--- config.mk ---
export PLATFORM = sky130hd
export DESIGN_NAME = trig_burst_gen
export DESIGN_NICKNAME = d
export VERILOG_FILES = /design/src/rtl/tbg_pkg.sv /design/src/rtl/tbg_ctrl_reg.sv /design/src/rtl/tbg_trig_edge.sv /design/src/rtl/tbg_burst.sv /design/src/rtl/trig_burst_gen.sv
export SDC_FILE = /design/constraint.sdc
export NUM_CORES = 1
export LEC_CHECK = 0
export BUFFER_PORTS_ARGS = -buffer_cell sky130_fd_sc_hd__buf_2
export CORE_MARGIN = 2
export CORE_UTILIZATION = 34
export CTS_CLUSTER_DIAMETER = 100
export CTS_CLUSTER_SIZE = 10
export DETAILED_ROUTE_END_ITERATION = 10
export GPL_TIMING_DRIVEN = 0
export HOLD_SLACK_MARGIN = 0.03
export PLACE_DENSITY = 0.74
export SYNTH_ARGS = -nofsm -noshare
export SYNTH_HDL_FRONTEND = slang
export SYNTH_SLANG_ARGS = --single-unit
--- constraint.sdc ---
create_clock -name clk -period 2.1 [get_ports clk]
set_input_delay 0.42 -clock clk [delete_from_list [all_inputs] [get_ports clk]]
set_output_delay 0.42 -clock clk [all_outputs]
set_load 0.05 [all_outputs]
--- src/rtl/tbg_pkg.sv ---
package tbg_pkg;
  localparam int WORD_W   = 32;
  localparam int SEL_W    = 5;
  localparam int CNT_W    = 5;
  localparam int POS_SEL  = 0;
  localparam int POS_IE   = 8;
  localparam int POS_EN   = 16;
  localparam int POS_EDGE = 17;
  localparam int POS_CNT  = 19;

  typedef enum logic [1:0] {
    EDGE_NONE = 2'd0,
    EDGE_RISE = 2'd1,
    EDGE_FALL = 2'd2,
    EDGE_BOTH = 2'd3
  } edge_mode_e;

  typedef struct packed {
    logic [SEL_W-1:0] sel;
    logic             ie;
    logic             en;
    edge_mode_e       mode;
    logic [CNT_W-1:0] count;
  } gen_cfg_t;
endpackage

--- src/rtl/tbg_ctrl_reg.sv ---
module tbg_ctrl_reg
  import tbg_pkg::*;
(
  input  logic              clk,
  input  logic              rst_n,
  input  logic              wr_en,
  input  logic [WORD_W-1:0] wr_data,
  output gen_cfg_t          cfg,
  output logic [WORD_W-1:0] rdata
);
  gen_cfg_t cfg_q;

  always_ff @(posedge clk) begin
    if (!rst_n) begin
      cfg_q <= '0;
    end else if (wr_en) begin
      cfg_q.sel  <= wr_data[POS_SEL +: SEL_W];
      cfg_q.ie   <= wr_data[POS_IE];
      cfg_q.en   <= wr_data[POS_EN];
      cfg_q.mode <= edge_mode_e'(wr_data[POS_EDGE +: 2]);
      if (!cfg_q.en) begin
        cfg_q.count <= wr_data[POS_CNT +: CNT_W];
      end
    end
  end

  always_comb begin
    rdata = '0;
    rdata[POS_SEL +: SEL_W]  = cfg_q.sel;
    rdata[POS_IE]            = cfg_q.ie;
    rdata[POS_EN]            = cfg_q.en;
    rdata[POS_EDGE +: 2]     = cfg_q.mode;
    rdata[POS_CNT +: CNT_W]  = cfg_q.count;
  end

  assign cfg = cfg_q;

  // the burst count cannot move while the channel is enabled
  a_r3_count_locked: assert property (@(posedge clk) disable iff (!rst_n)
    cfg_q.en |=> $stable(cfg_q.count));
endmodule

--- src/rtl/tbg_trig_edge.sv ---
module tbg_trig_edge
  import tbg_pkg::*;
#(
  parameter int NUM_TRIG = 32
) (
  input  logic                clk,
  input  logic                rst_n,
  input  logic [NUM_TRIG-1:0] trig_in,
  input  logic [SEL_W-1:0]    sel,
  input  edge_mode_e          mode,
  input  logic                en,
  output logic                evt
);
  logic [NUM_TRIG-1:0] hit;
  logic                line_now;
  logic                line_prev;

  for (genvar i = 0; i < NUM_TRIG; i++) begin : g_sel
    assign hit[i] = trig_in[i] && (sel == SEL_W'(i));
  end

  assign line_now = |hit;

  always_ff @(posedge clk) begin
    if (!rst_n) line_prev <= 1'b0;
    else        line_prev <= line_now;
  end

  always_comb begin
    unique case (mode)
      EDGE_RISE: evt = en && line_now && !line_prev;
      EDGE_FALL: evt = en && !line_now && line_prev;
      EDGE_BOTH: evt = en && (line_now != line_prev);
      default:   evt = 1'b0;
    endcase
  end

  // no event is reported while the channel is disabled
  a_r10_no_evt_disabled: assert property (@(posedge clk) disable iff (!rst_n)
    !en |-> !evt);
endmodule

--- src/rtl/tbg_burst.sv ---
module tbg_burst
  import tbg_pkg::*;
(
  input  logic             clk,
  input  logic             rst_n,
  input  logic             en,
  input  logic [CNT_W-1:0] count,
  input  logic             evt,
  input  logic             clr,
  input  logic             req_ready,
  output logic             req_valid,
  output logic             ovr
);
  logic             active;
  logic [CNT_W-1:0] done;

  always_ff @(posedge clk) begin
    if (!rst_n) begin
      active    <= 1'b0;
      req_valid <= 1'b0;
      done      <= '0;
    end else if (!en) begin
      active    <= 1'b0;
      req_valid <= 1'b0;
      done      <= '0;
    end else if (active) begin
      if (req_valid) begin
        if (req_ready) begin
          req_valid <= 1'b0;
          if (done == count) active <= 1'b0;
          else               done   <= done + 1'b1;
        end
      end else begin
        req_valid <= 1'b1;
      end
    end else if (evt) begin
      active    <= 1'b1;
      req_valid <= 1'b1;
      done      <= '0;
    end
  end

  always_ff @(posedge clk) begin
    if (!rst_n)               ovr <= 1'b0;
    else if (evt && active)   ovr <= 1'b1;
    else if (clr)             ovr <= 1'b0;
  end

  // a pending request is held until accepted
  a_r6_hold: assert property (@(posedge clk) disable iff (!rst_n)
    (req_valid && !req_ready && en) |=> req_valid);
  // one idle cycle follows each handshake
  a_r6_gap: assert property (@(posedge clk) disable iff (!rst_n)
    (req_valid && req_ready) |=> !req_valid);
  // disabled channel drops the request
  a_r10_abort: assert property (@(posedge clk) disable iff (!rst_n)
    !en |=> !req_valid);
  // issued-request counter never passes the programmed count
  a_r5_bound: assert property (@(posedge clk) disable iff (!rst_n)
    active |-> (done <= count));
  // an event during a burst raises the overrun flag
  a_r7_set: assert property (@(posedge clk) disable iff (!rst_n)
    (evt && active) |=> ovr);
  // the flag is sticky without a clear
  a_r8_sticky: assert property (@(posedge clk) disable iff (!rst_n)
    (ovr && !clr) |=> ovr);
endmodule

--- src/rtl/trig_burst_gen.sv ---
module trig_burst_gen
  import tbg_pkg::*;
#(
  parameter int NUM_TRIG = 32
) (
  input  logic                clk,
  input  logic                rst_n,
  input  logic [NUM_TRIG-1:0] trig_in,
  input  logic                cfg_we,
  input  logic [31:0]         cfg_wdata,
  output logic [31:0]         cfg_rdata,
  input  logic                clr_we,
  input  logic [31:0]         clr_wdata,
  output logic                req_valid,
  input  logic                req_ready,
  output logic                ovr_flag,
  output logic                irq
);
  gen_cfg_t cfg;
  logic     evt;
  logic     clr;

  tbg_ctrl_reg u_ctrl (
    .clk     (clk),
    .rst_n   (rst_n),
    .wr_en   (cfg_we),
    .wr_data (cfg_wdata),
    .cfg     (cfg),
    .rdata   (cfg_rdata)
  );

  tbg_trig_edge #(.NUM_TRIG(NUM_TRIG)) u_edge (
    .clk     (clk),
    .rst_n   (rst_n),
    .trig_in (trig_in),
    .sel     (cfg.sel),
    .mode    (cfg.mode),
    .en      (cfg.en),
    .evt     (evt)
  );

  assign clr = clr_we && clr_wdata[0];

  tbg_burst u_burst (
    .clk       (clk),
    .rst_n     (rst_n),
    .en        (cfg.en),
    .count     (cfg.count),
    .evt       (evt),
    .clr       (clr),
    .req_ready (req_ready),
    .req_valid (req_valid),
    .ovr       (ovr_flag)
  );

  assign irq = ovr_flag && cfg.ie;

  // interrupt never fires with the enable bit of the readback clear
  a_r9_irq_gated: assert property (@(posedge clk) disable iff (!rst_n)
    irq |-> (cfg_rdata[POS_IE] && ovr_flag));
endmodule

==> flow_metrics.env, run 1 <==
export IMPL_grt_pass1_vias=1284
export IMPL_drt_total_wl_mm=3.77
export IMPL_instances_no_fill=313
export IMPL_setup_worst_path_end="u_burst.done[0]$_SDFFE_PN0P_"
export IMPL_cp_top_family="simple AND/OR/NAND/NOR gates"
export IMPL_fin_crit_ns=2.23
export IMPL_seq_power_share_pct=42.1
export IMPL_grt_pass1_wl_mm=5.92
export IMPL_synth_edf_count=0
export IMPL_fin_crit_sh_pct=106
export IMPL_rows=24
export IMPL_firstDrtPassIters=4
export IMPL_power_leakage_nw=1.08
export IMPL_antenna_found_initial=0
export IMPL_ys_ff_latch=23
export IMPL_grtUsageTotal_pct=14.3
export IMPL_p_sw_share_pct=34.0
export IMPL_dr_max_layer_used="met4"
export IMPL_async_reset_ff_share_pct=0
export IMPL_p_clk_share_pct=23.6
export IMPL_viasPerCell=4.66
export IMPL_slew_headroom_pct=56.5
export IMPL_fmax_mhz=448
export IMPL_grt_start_max_net_pins=13
export IMPL_max_cap_viol_count=0
export IMPL_wl_met2_mm=1.78
export IMPL_status="finished, violations left"
export IMPL_ant_nets=0
export IMPL_dp_hpwl_mm=2.90
export IMPL_final_nets=364
export IMPL_remaining_drc_errors=0
export IMPL_worstSetupPathType="flop to flop"
export IMPL_r2r_slack_ns=-0.13
export IMPL_core_area_sq_um=4350
export IMPL_initial_utilization_pct=35.5
export IMPL_cts_buffer_depth=2
export IMPL_htree_levels=1
export IMPL_ios=136
export IMPL_drive_above_1_share_pct=44.4
export IMPL_p_total_mw=1.13
export IMPL_ys_seq_area_share_pct=29.8
export IMPL_port_buffers=67
export IMPL_fillers=431
export IMPL_p_int_mw=0.747
export IMPL_wl_met1_mm=1.62
export IMPL_cts_clk_slew_worst_paths_ns=0.08
export IMPL_setup_tns_ns=-0.835
export IMPL_reg2reg_from="u_ctrl.cfg[10]$_SDFFE_PN0P_"
export IMPL_crit_buf_inv=2
export IMPL_multi_input_area_sq_um=953
export IMPL_postSynthAreaPerCell_sq_um=9.19
export IMPL_rr_endpoint="u_burst.done[0]$_SDFFE_PN0P_"
export IMPL_regArea_sq_um=475
export IMPL_reg2reg_depth=9
export IMPL_synth_cell_types=46
export IMPL_wl_per_cell_um=12.0
export IMPL_netSwitchingPower_mw=0.385
export IMPL_pwr_share_comb_pct=34.4
export IMPL_worstPathArrival_ns=2.37
export IMPL_rsz0062_at_grt="yes"
export IMPL_cp_start_kind="flop"
export IMPL_netlist_instances=168
export IMPL_drv_slew=0
export IMPL_startpoint="u_ctrl.cfg[10]$_SDFFE_PN0P_"
export IMPL_syn2layout_area_growth_pct=39.1
export IMPL_critPathSlowestCell="or4_4"
export IMPL_cts_buffers=3
export IMPL_cts_tree="yes"
export IMPL_syn_area_sq_um=1540
export IMPL_cts_root_buf="clkbuf_8"
export IMPL_die_h_um=71.4
export IMPL_ctsHoldBuffers=0
export IMPL_die_w_um=71.4
export IMPL_violations="setup timing"
export IMPL_drtIter0Drc=30
export IMPL_fin_util_pct=49.3
export IMPL_setup_viol=8
export IMPL_worstMarginPinSlew_ns=0.652
export IMPL_peakVddDrop_uv=388
export IMPL_die_area_sq_um=5100
export IMPL_grt_overflow_total=0
export IMPL_power_density_nw_per_um2=527
export IMPL_n_antenna_cell=0
export IMPL_hold_viol_final=0
export IMPL_dp_cells=304
export IMPL_finClkSkew_ns=0.00295
export IMPL_end_kind="flop"
export IMPL_path_cells="buf_8 -> buf_6 -> nand2b_1 -> a21oi_1 -> or4_4 -> and3_4 -> o32ai_4 -> mux2i_4 -> o32ai_2"
export IMPL_cts_sinks=23
export IMPL_vias=1458
export IMPL_worst_slack_ns=-0.133
export IMPL_worst_path_stages=9
export IMPL_met3_length_um=361
export IMPL_cp_required_ns=2.24
export IMPL_ys_warnings_count=0
export IMPL_hold_path_class="primary input to flop"
export IMPL_clock_latency_ns=0.26
export IMPL_gp_congestion=0.825
export IMPL_synth_ff_type="dfxtp_1"
export IMPL_cp_max_fo=6
export IMPL_cpPeakStageDelay_ns=0.55
-- state kept, by name (all words and copies together) (netlist names) --
signal and flops:
u_burst.req_valid 1, u_burst.active 1, u_ctrl.cfg 14, u_burst.done 5, u_edge.line_prev 1, u_burst.ovr 1
-- area by class of cell --
| class | count | share of cell area [%] |
|---|---|---|
| tap | 52 | 3.03 |
| clock buffer | 4 | 2.10 |
| inverter | 2 | 0.349 |
| timing repair buffer | 74 | 18.2 |
| buffer | 28 | 9.78 |
| multi-input combinational | 130 | 44.4 |
| sequential | 23 | 22.1 |
-- cells in the mapped netlist (all sizes together) (3+ instances only) --
cell	count	area share, %
a21oi	3	0.97
a31oi	3	1.2
and3	3	1.5
buf	24	12
clkbuf	4	0.97
dfxtp	23	30
mux2i	21	14
nand2	7	1.7
nand2b	3	1.2
nand3	7	2.3
nand3b	7	3.4
nor2	16	3.9
nor3	5	1.6
o21ai	3	0.97
xor2	6	3.4
-- cells in the final DEF (no fill, tap or decap), types with 3 or more instances in the layout --
cell type | netlist | routed
dfxtp_1 | 23 | 19
clkbuf_1 | 4 | 4
mux2i_1 | 21 | 19
xor2_1 | 6 | 6
buf_4 | 20 | 25
conb_1 | 1 | 18
a21oi_1 | 3 | 3
nor3_1 | 5 | 5
and3_4 | 1 | 3
buf_2 | 1 | 68
nor2_1 | 16 | 16
clkbuf_8 | 0 | 3
nand3b_1 | 7 | 7
nand2b_1 | 3 | 3
nand2_1 | 7 | 7
a31oi_1 | 3 | 3
dfxtp_4 | 0 | 4
nand3_1 | 7 | 7
-- per-layer routing --
layer | global-route usage, % | vias to the layer above
li1 | - | 745
met1 | 17.8 | 639
met2 | 25.3 | 72
met3 | 3.94 | 2
met4 | 2.10 | 0
met5 | 0 | -
-- tightest hold or removal path, stage by stage --
cell     delay (ns)
buf_2          0.08
mux2i_1        0.05
nor2_1         0.07
-- metrics by stage --
stage	setup WS, ns	instance area [sq um]	hold slack (ns)
finish	-0.133	2150	0.392
global route	-0.248	2150	0.402
CTS	-0.151	2120	0.389
detailed placement	-0.282	2020	0.515
global placement	-0.253	2020	0.506
floorplan	-0.154	1620	0.481
-- power groups by stage --
stage	clock network [mW]	registers (mW)	logic, mW
2_1_floorplan	0	0.532	0.232
3_3_place_gp	0	0.482	0.368
3_5_place_dp	0	0.482	0.370
4_1_cts	0.275	0.476	0.384
5_1_grt	0.295	0.480	0.414
6_report	0.266	0.476	0.389
-- cells by family after synthesis --
| logic type | after synthesis | share of synthesized area, % |
|---|---|---|
| AND/OR/NAND/NOR | 59 | 20.8 |
| buffers and inverters | 32 | 15.2 |
| multiplexers | 24 | 17.7 |
| flip-flops | 23 | 29.8 |
| AO/OA/AOI/OAI | 20 | 10.8 |
| XOR/XNOR | 8 | 4.54 |
| adder cells (fa/ha/maj) | 1 | 0.810 |
| other | 1 | 0.243 |
-- worst min path at each step --
stage	from	to	slack, ns	cells after the start
after floorplan	u_burst.done[1]$_SDFFE_PN0P_	u_burst.done[1]$_SDFFE_PN0P_	0.48	2
after global placement	u_burst.done[1]$_SDFFE_PN0P_	u_burst.done[1]$_SDFFE_PN0P_	0.51	2
after detailed placement	u_burst.done[1]$_SDFFE_PN0P_	u_burst.done[1]$_SDFFE_PN0P_	0.51	2
after CTS	cfg_wdata[22]	u_ctrl.cfg[3]$_SDFFE_PN0P_	0.39	3
after global routing	cfg_wdata[1]	u_ctrl.cfg[10]$_SDFFE_PN0P_	0.40	3
final	cfg_wdata[3]	u_ctrl.cfg[12]$_SDFFE_PN0P_	0.39	3
-- what timing repair did --
item | CTS | global route
setup buffers | 6 | 1
pin swaps | 6 | 5
setup endpoints to repair | 8 | 8
resized for setup | 8 | 6
endpoints found under the hold margin | 0 | 0
(Power assumes the default switching activity.)
==> inputs of run 2 (changes only) <==
--- a/config.mk
+++ b/config.mk
@@ -5,9 +5,10 @@
 export SDC_FILE = /design/constraint.sdc
 export NUM_CORES = 1
 export LEC_CHECK = 0
+export ABC_AREA = 1
 export BUFFER_PORTS_ARGS = -buffer_cell sky130_fd_sc_hd__buf_2
 export CORE_MARGIN = 2
-export CORE_UTILIZATION = 34
+export CORE_UTILIZATION = 33
 export CTS_CLUSTER_DIAMETER = 100
 export CTS_CLUSTER_SIZE = 10
 export DETAILED_ROUTE_END_ITERATION = 10
==> constraint.sdc (replaced) <==
create_clock -name clk -period 2.1 [get_ports clk]
set_input_delay 0.105 -clock clk [delete_from_list [all_inputs] [get_ports clk]]
set_output_delay 0.105 -clock clk [all_outputs]
set_load 0.02 [all_outputs]
==> flow_metrics.env, run 2 <==
export IMPL_hold_viol_final=0
export IMPL_setup_viol=0
export IMPL_cts_clk_slew_worst_paths_ns=0.08
export IMPL_clock_latency_ns=0.26
export IMPL_worstSetupPathType="flop to flop"
export IMPL_gp_congestion=0.819
export IMPL_syn2layout_area_growth_pct=35.0
export IMPL_seq_power_share_pct=46.6
export IMPL_p_total_mw=1.03
export IMPL_finClkSkew_ns=0.00137
export IMPL_fillers=461
export IMPL_crit_buf_inv=1
export IMPL_grt_overflow_total=0
export IMPL_layout_common_cells="buf_2 (68), nand2_1 (50), nor2_1 (37), nand3_1 (30), dfxtp_1 (23)"
export IMPL_vias=1702
export IMPL_cts_buffers=3
export IMPL_drv_slew=0
export IMPL_fin_crit_ns=1.88
export IMPL_yosys_area_top_type="dfxtp_1"
export IMPL_postCtsSetupRepairBufs=0
export IMPL_final_nets=425
export IMPL_mostFrequentLayoutCell="buf_2"
export IMPL_ctsResizeCount=0
export IMPL_p_clk_share_pct=26.2
export IMPL_rsz0062_at_grt="no"
export IMPL_dp_hpwl_mm=3.26
export IMPL_synth_ff_type="dfxtp_1"
export IMPL_async_reset_ff_share_pct=0
export IMPL_cp_required_ns=2.29
export IMPL_grtUsageTotal_pct=15.2
export IMPL_wl_per_cell_um=10.3
export IMPL_end_kind="flop"
export IMPL_peakVddDrop_uv=372
export IMPL_ant_nets=0
export IMPL_setup_tns_ns=0
export IMPL_netSwitchingPower_mw=0.326
export IMPL_cpPeakStageDelay_ns=0.43
export IMPL_port_buffers=68
export IMPL_postSynthAreaPerCell_sq_um=6.30
export IMPL_cts_buffer_depth=2
export IMPL_path_cells="inv_1 -> nand2_1 -> nor2_1 -> nand2_1 -> nand3_1 -> nor2_1 -> nand3_1 -> nand3_1 -> nand4_2 -> nand2_2 -> nand2_1 -> a21oi_1"
export IMPL_pwr_share_comb_pct=27.2
export IMPL_rows=24
export IMPL_fin_crit_sh_pct=89.4
export IMPL_ios=136
export IMPL_cp_top_family="simple AND/OR/NAND/NOR gates"
export IMPL_core_area_sq_um=4320
export IMPL_status="complete, no violations"
export IMPL_ys_seq_area_share_pct=31.3
export IMPL_ctsHoldBuffers=0
export IMPL_remaining_drc_errors=0
export IMPL_cp_start_kind="flop"
export IMPL_die_area_sq_um=5000
export IMPL_synth_cell_types=19
export IMPL_antenna_found_initial=0
export IMPL_yosysTopAreaCellShare_pct=31.3
export IMPL_power_density_nw_per_um2=521
export IMPL_ys_ff_latch=23
export IMPL_largest_register_ffs=14
export IMPL_htree_levels=1
export IMPL_p_int_mw=0.707
export IMPL_max_cap_viol_count=0
export IMPL_cp_max_fo=6
export IMPL_grt_start_max_net_pins=13
export IMPL_n_antenna_cell=0
export IMPL_power_leakage_nw=1.06
export IMPL_netlist_instances=233
export IMPL_die_h_um=70.7
export IMPL_critPathSlowestCell="dfxtp_1"
export IMPL_die_w_um=70.7
export IMPL_drive_above_1_share_pct=29.2
export IMPL_fmax_mhz=533
export IMPL_cts_tree="yes"
export IMPL_cts_sinks=23
export IMPL_initial_utilization_pct=34.0
export IMPL_synth_common_cells="nand2_1 (50), nor2_1 (37), nand3_1 (30)"
export IMPL_syn_area_sq_um=1470
export IMPL_drt_total_wl_mm=3.87
export IMPL_viasPerCell=4.55
export IMPL_synthTopCellsByArea="dfxtp_1 (31%), nand2_1 (13%), nand3_1 (10%)"
export IMPL_grt_pass1_vias=1518
export IMPL_drtIter0Drc=82
export IMPL_fin_hold_ws_ns=0.0629
export IMPL_p_sw_share_pct=31.5
export IMPL_firstDrtPassIters=4
export IMPL_hold_path_class="primary input to flop"
export IMPL_grt_pass1_wl_mm=6.24
export IMPL_synth_most_common_cell="nand2_1"
export IMPL_worstPathArrival_ns=2.07
export IMPL_cts_root_buf="clkbuf_8"
export IMPL_ys_warnings_count=0
export IMPL_synth_edf_count=0
-- run 2: path summary, 6_finish.rpt --
kind | slack (ns) | cells past startpoint | end | from
min reg2reg | 0.48 | 2 | u_burst.ovr$_SDFFE_PN0P_ | u_burst.ovr$_SDFFE_PN0P_
min | 0.06 | 3 | u_ctrl.cfg[4]$_SDFFE_PN0P_ | cfg_wdata[23]
max | 0.22 | 12 | u_burst.done[3]$_SDFFE_PN0P_ | u_ctrl.cfg[10]$_SDFFE_PN0P_
max reg2reg | 0.22 | 12 | u_burst.done[3]$_SDFFE_PN0P_ | u_ctrl.cfg[10]$_SDFFE_PN0P_
-- run 2: area by class of cell --
type                            count  area, sq um  share of cell area, %
Buffer                             21          150                   7.57
Clock buffer                        4         45.0                   2.27
Inverter                           22         82.6                   4.16
Multi-Input combinational cell    184          840                   42.3
Sequential cell                    23          460                   23.2
Tap cell                           52         65.1                   3.28
Timing Repair Buffer               68          340                   17.2
-- run 2: worst min-delay path: stages --
cell and delay (ns):
buf_2 0.07, nor2_1 0.03, nor2_1 0.08
-- run 2: power by group through the flow --
stage                     Sequential, mW  Combinational, mW  Clock, mW
after global placement             0.492              0.278          0
after floorplan                    0.511              0.161          0
after detailed placement           0.492              0.280          0
final                              0.482              0.281      0.270
after CTS                          0.482              0.281      0.275
after global routing               0.485              0.311      0.294
-- run 2: per-stage QoR --
stage               worst slack, ns  utilization, %  instance area (sq um)  instances
CTS                           0.218            45.9                   1980        374
finish                        0.223            45.9                   1980        374
floorplan                     0.440               -                   1530        250
global route                 0.0360            45.9                   1980        374
global placement              0.293            44.8                   1940        370
detailed placement            0.232            44.8                   1940        370
-- run 2: logic make-up (layout without fill, tap and decap cells) --
group	Yosys count	after routing	synth area share (%)
fa+ha+maj	1	1	0.852
flops	23	23	31.3
buf+inv	43	115	15.8
simple gates	124	124	35.9
compound gates	34	34	11.6
other cells	1	18	0.255
xor+xnor	7	7	4.17
-- run 2: routing by layer --
layer / global-route usage (%) / wire, um / share of wire, %
met1: 17.9 / 1610 / 42
met2: 27.3 / 1840 / 48
met3: 2.85 / 358 / 9.3
met4: 5.66 / 57 / 1.5
met5: 0 / 0 / 0
==> inputs of run 3 (changes only) <==
--- a/config.mk
+++ b/config.mk
@@ -5,16 +5,15 @@
 export SDC_FILE = /design/constraint.sdc
 export NUM_CORES = 1
 export LEC_CHECK = 0
-export ABC_AREA = 1
 export BUFFER_PORTS_ARGS = -buffer_cell sky130_fd_sc_hd__buf_2
 export CORE_MARGIN = 2
-export CORE_UTILIZATION = 33
+export CORE_UTILIZATION = 38
 export CTS_CLUSTER_DIAMETER = 100
 export CTS_CLUSTER_SIZE = 10
 export DETAILED_ROUTE_END_ITERATION = 10
 export GPL_TIMING_DRIVEN = 0
 export HOLD_SLACK_MARGIN = 0.03
-export PLACE_DENSITY = 0.74
+export PLACE_DENSITY = 0.79
 export SYNTH_ARGS = -nofsm -noshare
 export SYNTH_HDL_FRONTEND = slang
 export SYNTH_SLANG_ARGS = --single-unit
==> constraint.sdc (replaced) <==
create_clock -name clk -period 1.8 [get_ports clk]
set_input_delay 0.09 -clock clk [delete_from_list [all_inputs] [get_ports clk]]
set_output_delay 0.09 -clock clk [all_outputs]
set_load 0.02 [all_outputs]
==> flow_metrics.env, run 3 (synthesis results as in run 1) <==
export IMPL_pre_cts_ws_ns=-0.541
export IMPL_cp_start_kind="flop"
export IMPL_remaining_drc_errors=0
export IMPL_largest_register_ffs=14
export IMPL_ant_nets=0
export IMPL_grt_start_max_net_pins=13
export IMPL_ios=136
export IMPL_violations="setup timing"
export IMPL_worstPathArrival_ns=2.42
export IMPL_rows=23
export IMPL_fin_crit_ns=2.28
export IMPL_firstDrtPassIters=4
export IMPL_cts_root_buf="clkbuf_8"
export IMPL_end_kind="flop"
export IMPL_syn2layout_area_growth_pct=41.1
export IMPL_reg2reg_from="u_ctrl.cfg[10]$_SDFFE_PN0P_"
export IMPL_fin_util_pct=55.3
export IMPL_grt_overflow_total=0
export IMPL_die_w_um=67.7
export IMPL_cts_buffers=3
export IMPL_cts_tree="yes"
export IMPL_max_cap_viol_count=0
export IMPL_slew_headroom_pct=52.3
export IMPL_ctsHoldBuffers=0
export IMPL_antenna_found_initial=0
export IMPL_layout_common_cells="buf_2 (68), buf_4 (28), mux2i_1 (19), dfxtp_1 (19), conb_1 (18)"
export IMPL_initial_utilization_pct=39.2
export IMPL_mostFrequentLayoutCell="buf_2"
export IMPL_n_antenna_cell=0
export IMPL_htree_levels=1
export IMPL_fin_crit_sh_pct=127
export IMPL_drt_total_wl_mm=3.73
export IMPL_clock_latency_ns=0.26
export IMPL_grt_pass1_vias=1263
export IMPL_hold_viol_final=0
export IMPL_fillers=377
export IMPL_cp_max_fo=7
export IMPL_die_h_um=67.7
export IMPL_cts_buffer_depth=2
export IMPL_grt_pass1_wl_mm=5.56
export IMPL_power_density_nw_per_um2=570
export IMPL_port_buffers=67
export IMPL_worst_slack_ns=-0.481
export IMPL_viasPerCell=4.81
export IMPL_p_total_mw=1.24
export IMPL_fmax_mhz=438
export IMPL_grtUsageTotal_pct=15.9
export IMPL_finClkSkew_ns=0.00430
export IMPL_startpoint="u_ctrl.cfg[10]$_SDFFE_PN0P_"
export IMPL_reg2reg_depth=9
export IMPL_cp_required_ns=1.94
export IMPL_min_from="cfg_wdata[20]"
export IMPL_peakVddDrop_uv=443
export IMPL_hold_path_class="primary input to flop"
export IMPL_die_area_sq_um=4590
export IMPL_gp_congestion=0.820
export IMPL_worstSetupPathType="flop to flop"
export IMPL_worstMarginPinSlew_ns=0.716
export IMPL_cts_clk_slew_worst_paths_ns=0.08
export IMPL_final_nets=366
export IMPL_drv_slew=0
export IMPL_dp_hpwl_mm=2.88
export IMPL_rsz0062_at_grt="yes"
export IMPL_vias=1505
export IMPL_holdPathStages=3
export IMPL_core_area_sq_um=3940
export IMPL_wl_per_cell_um=11.9
export IMPL_setup_viol=9
export IMPL_drtIter0Drc=44
export IMPL_status="finished, violations left"
export IMPL_power_leakage_nw=1.09
export IMPL_cts_sinks=23
export IMPL_drive_above_1_share_pct=46.8
==> run 3: worst paths after layout <==
path | to | slack, ns
hold / removal | u_ctrl.cfg[1]$_SDFFE_PN0P_ | 0.06
setup / recovery | u_burst.done[0]$_SDFFE_PN0P_ | -0.48
setup reg to reg | u_burst.done[0]$_SDFFE_PN0P_ | -0.48
hold reg to reg | u_ctrl.cfg[8]$_SDFFE_PN0P_ | 0.52
==> run 3: worst max-delay path, stage by stage (launching register included) <==
cell	delay (ns)
dfxtp_4	0.35
buf_6	0.13
buf_4	0.14
nand2b_4	0.06
a21oi_2	0.03
or4_4	0.54
and3_4	0.18
o32ai_4	0.23
mux2i_4	0.37
o32ai_2	0.12
==> run 3: metrics by stage <==
step / hold WS [ns] / std cells / TNS, ns / cell area, sq um
final: 0.0572 / 313 / -3.70 / 2180
after global routing: 0.0622 / 313 / -4.34 / 2180
after floorplan: 0.236 / 185 / -2.67 / 1630
after global placement: 0.324 / 302 / -3.81 / 2020
after CTS: 0.0543 / 311 / -3.38 / 2120
after detailed placement: 0.330 / 302 / -3.88 / 2020
==> run 3: what timing repair did <==
item | in CTS | in global routing
setup endpoints to repair | 9 | 9
pin swaps | 5 | 7
buffers inserted | 7 | 3
resized for setup | 9 | 9
==> run 3: area by class of cell <==
type | count | area (sq um) | share of cell area, %
multi-input cells | 130 | 981 | 45.0
flip-flops and latches | 23 | 473 | 21.7
repair buffers | 76 | 403 | 18.5
plain buffers | 28 | 206 | 9.48
well taps | 50 | 62.6 | 2.87
clock buffers | 4 | 45.0 | 2.07
inverters | 2 | 7.51 | 0.345
==> run 3: routing by layer <==
| metal | up-vias | global-route usage [%] | wire length [um] |
|---|---|---|---|
| li1 | 758 | - | - |
| met1 | 687 | 16.5 | 1460 |
| met2 | 58 | 31.7 | 1910 |
| met3 | 2 | 3.00 | 340 |
| met4 | 0 | 4.59 | 26 |
| met5 | - | 0 | 0 |
==> run 3: where the power goes <==
group          internal (mW)  total, mW  switching (mW)
Combinational          0.190      0.377           0.187
Sequential             0.530      0.553          0.0233
Clock                  0.158      0.312           0.154
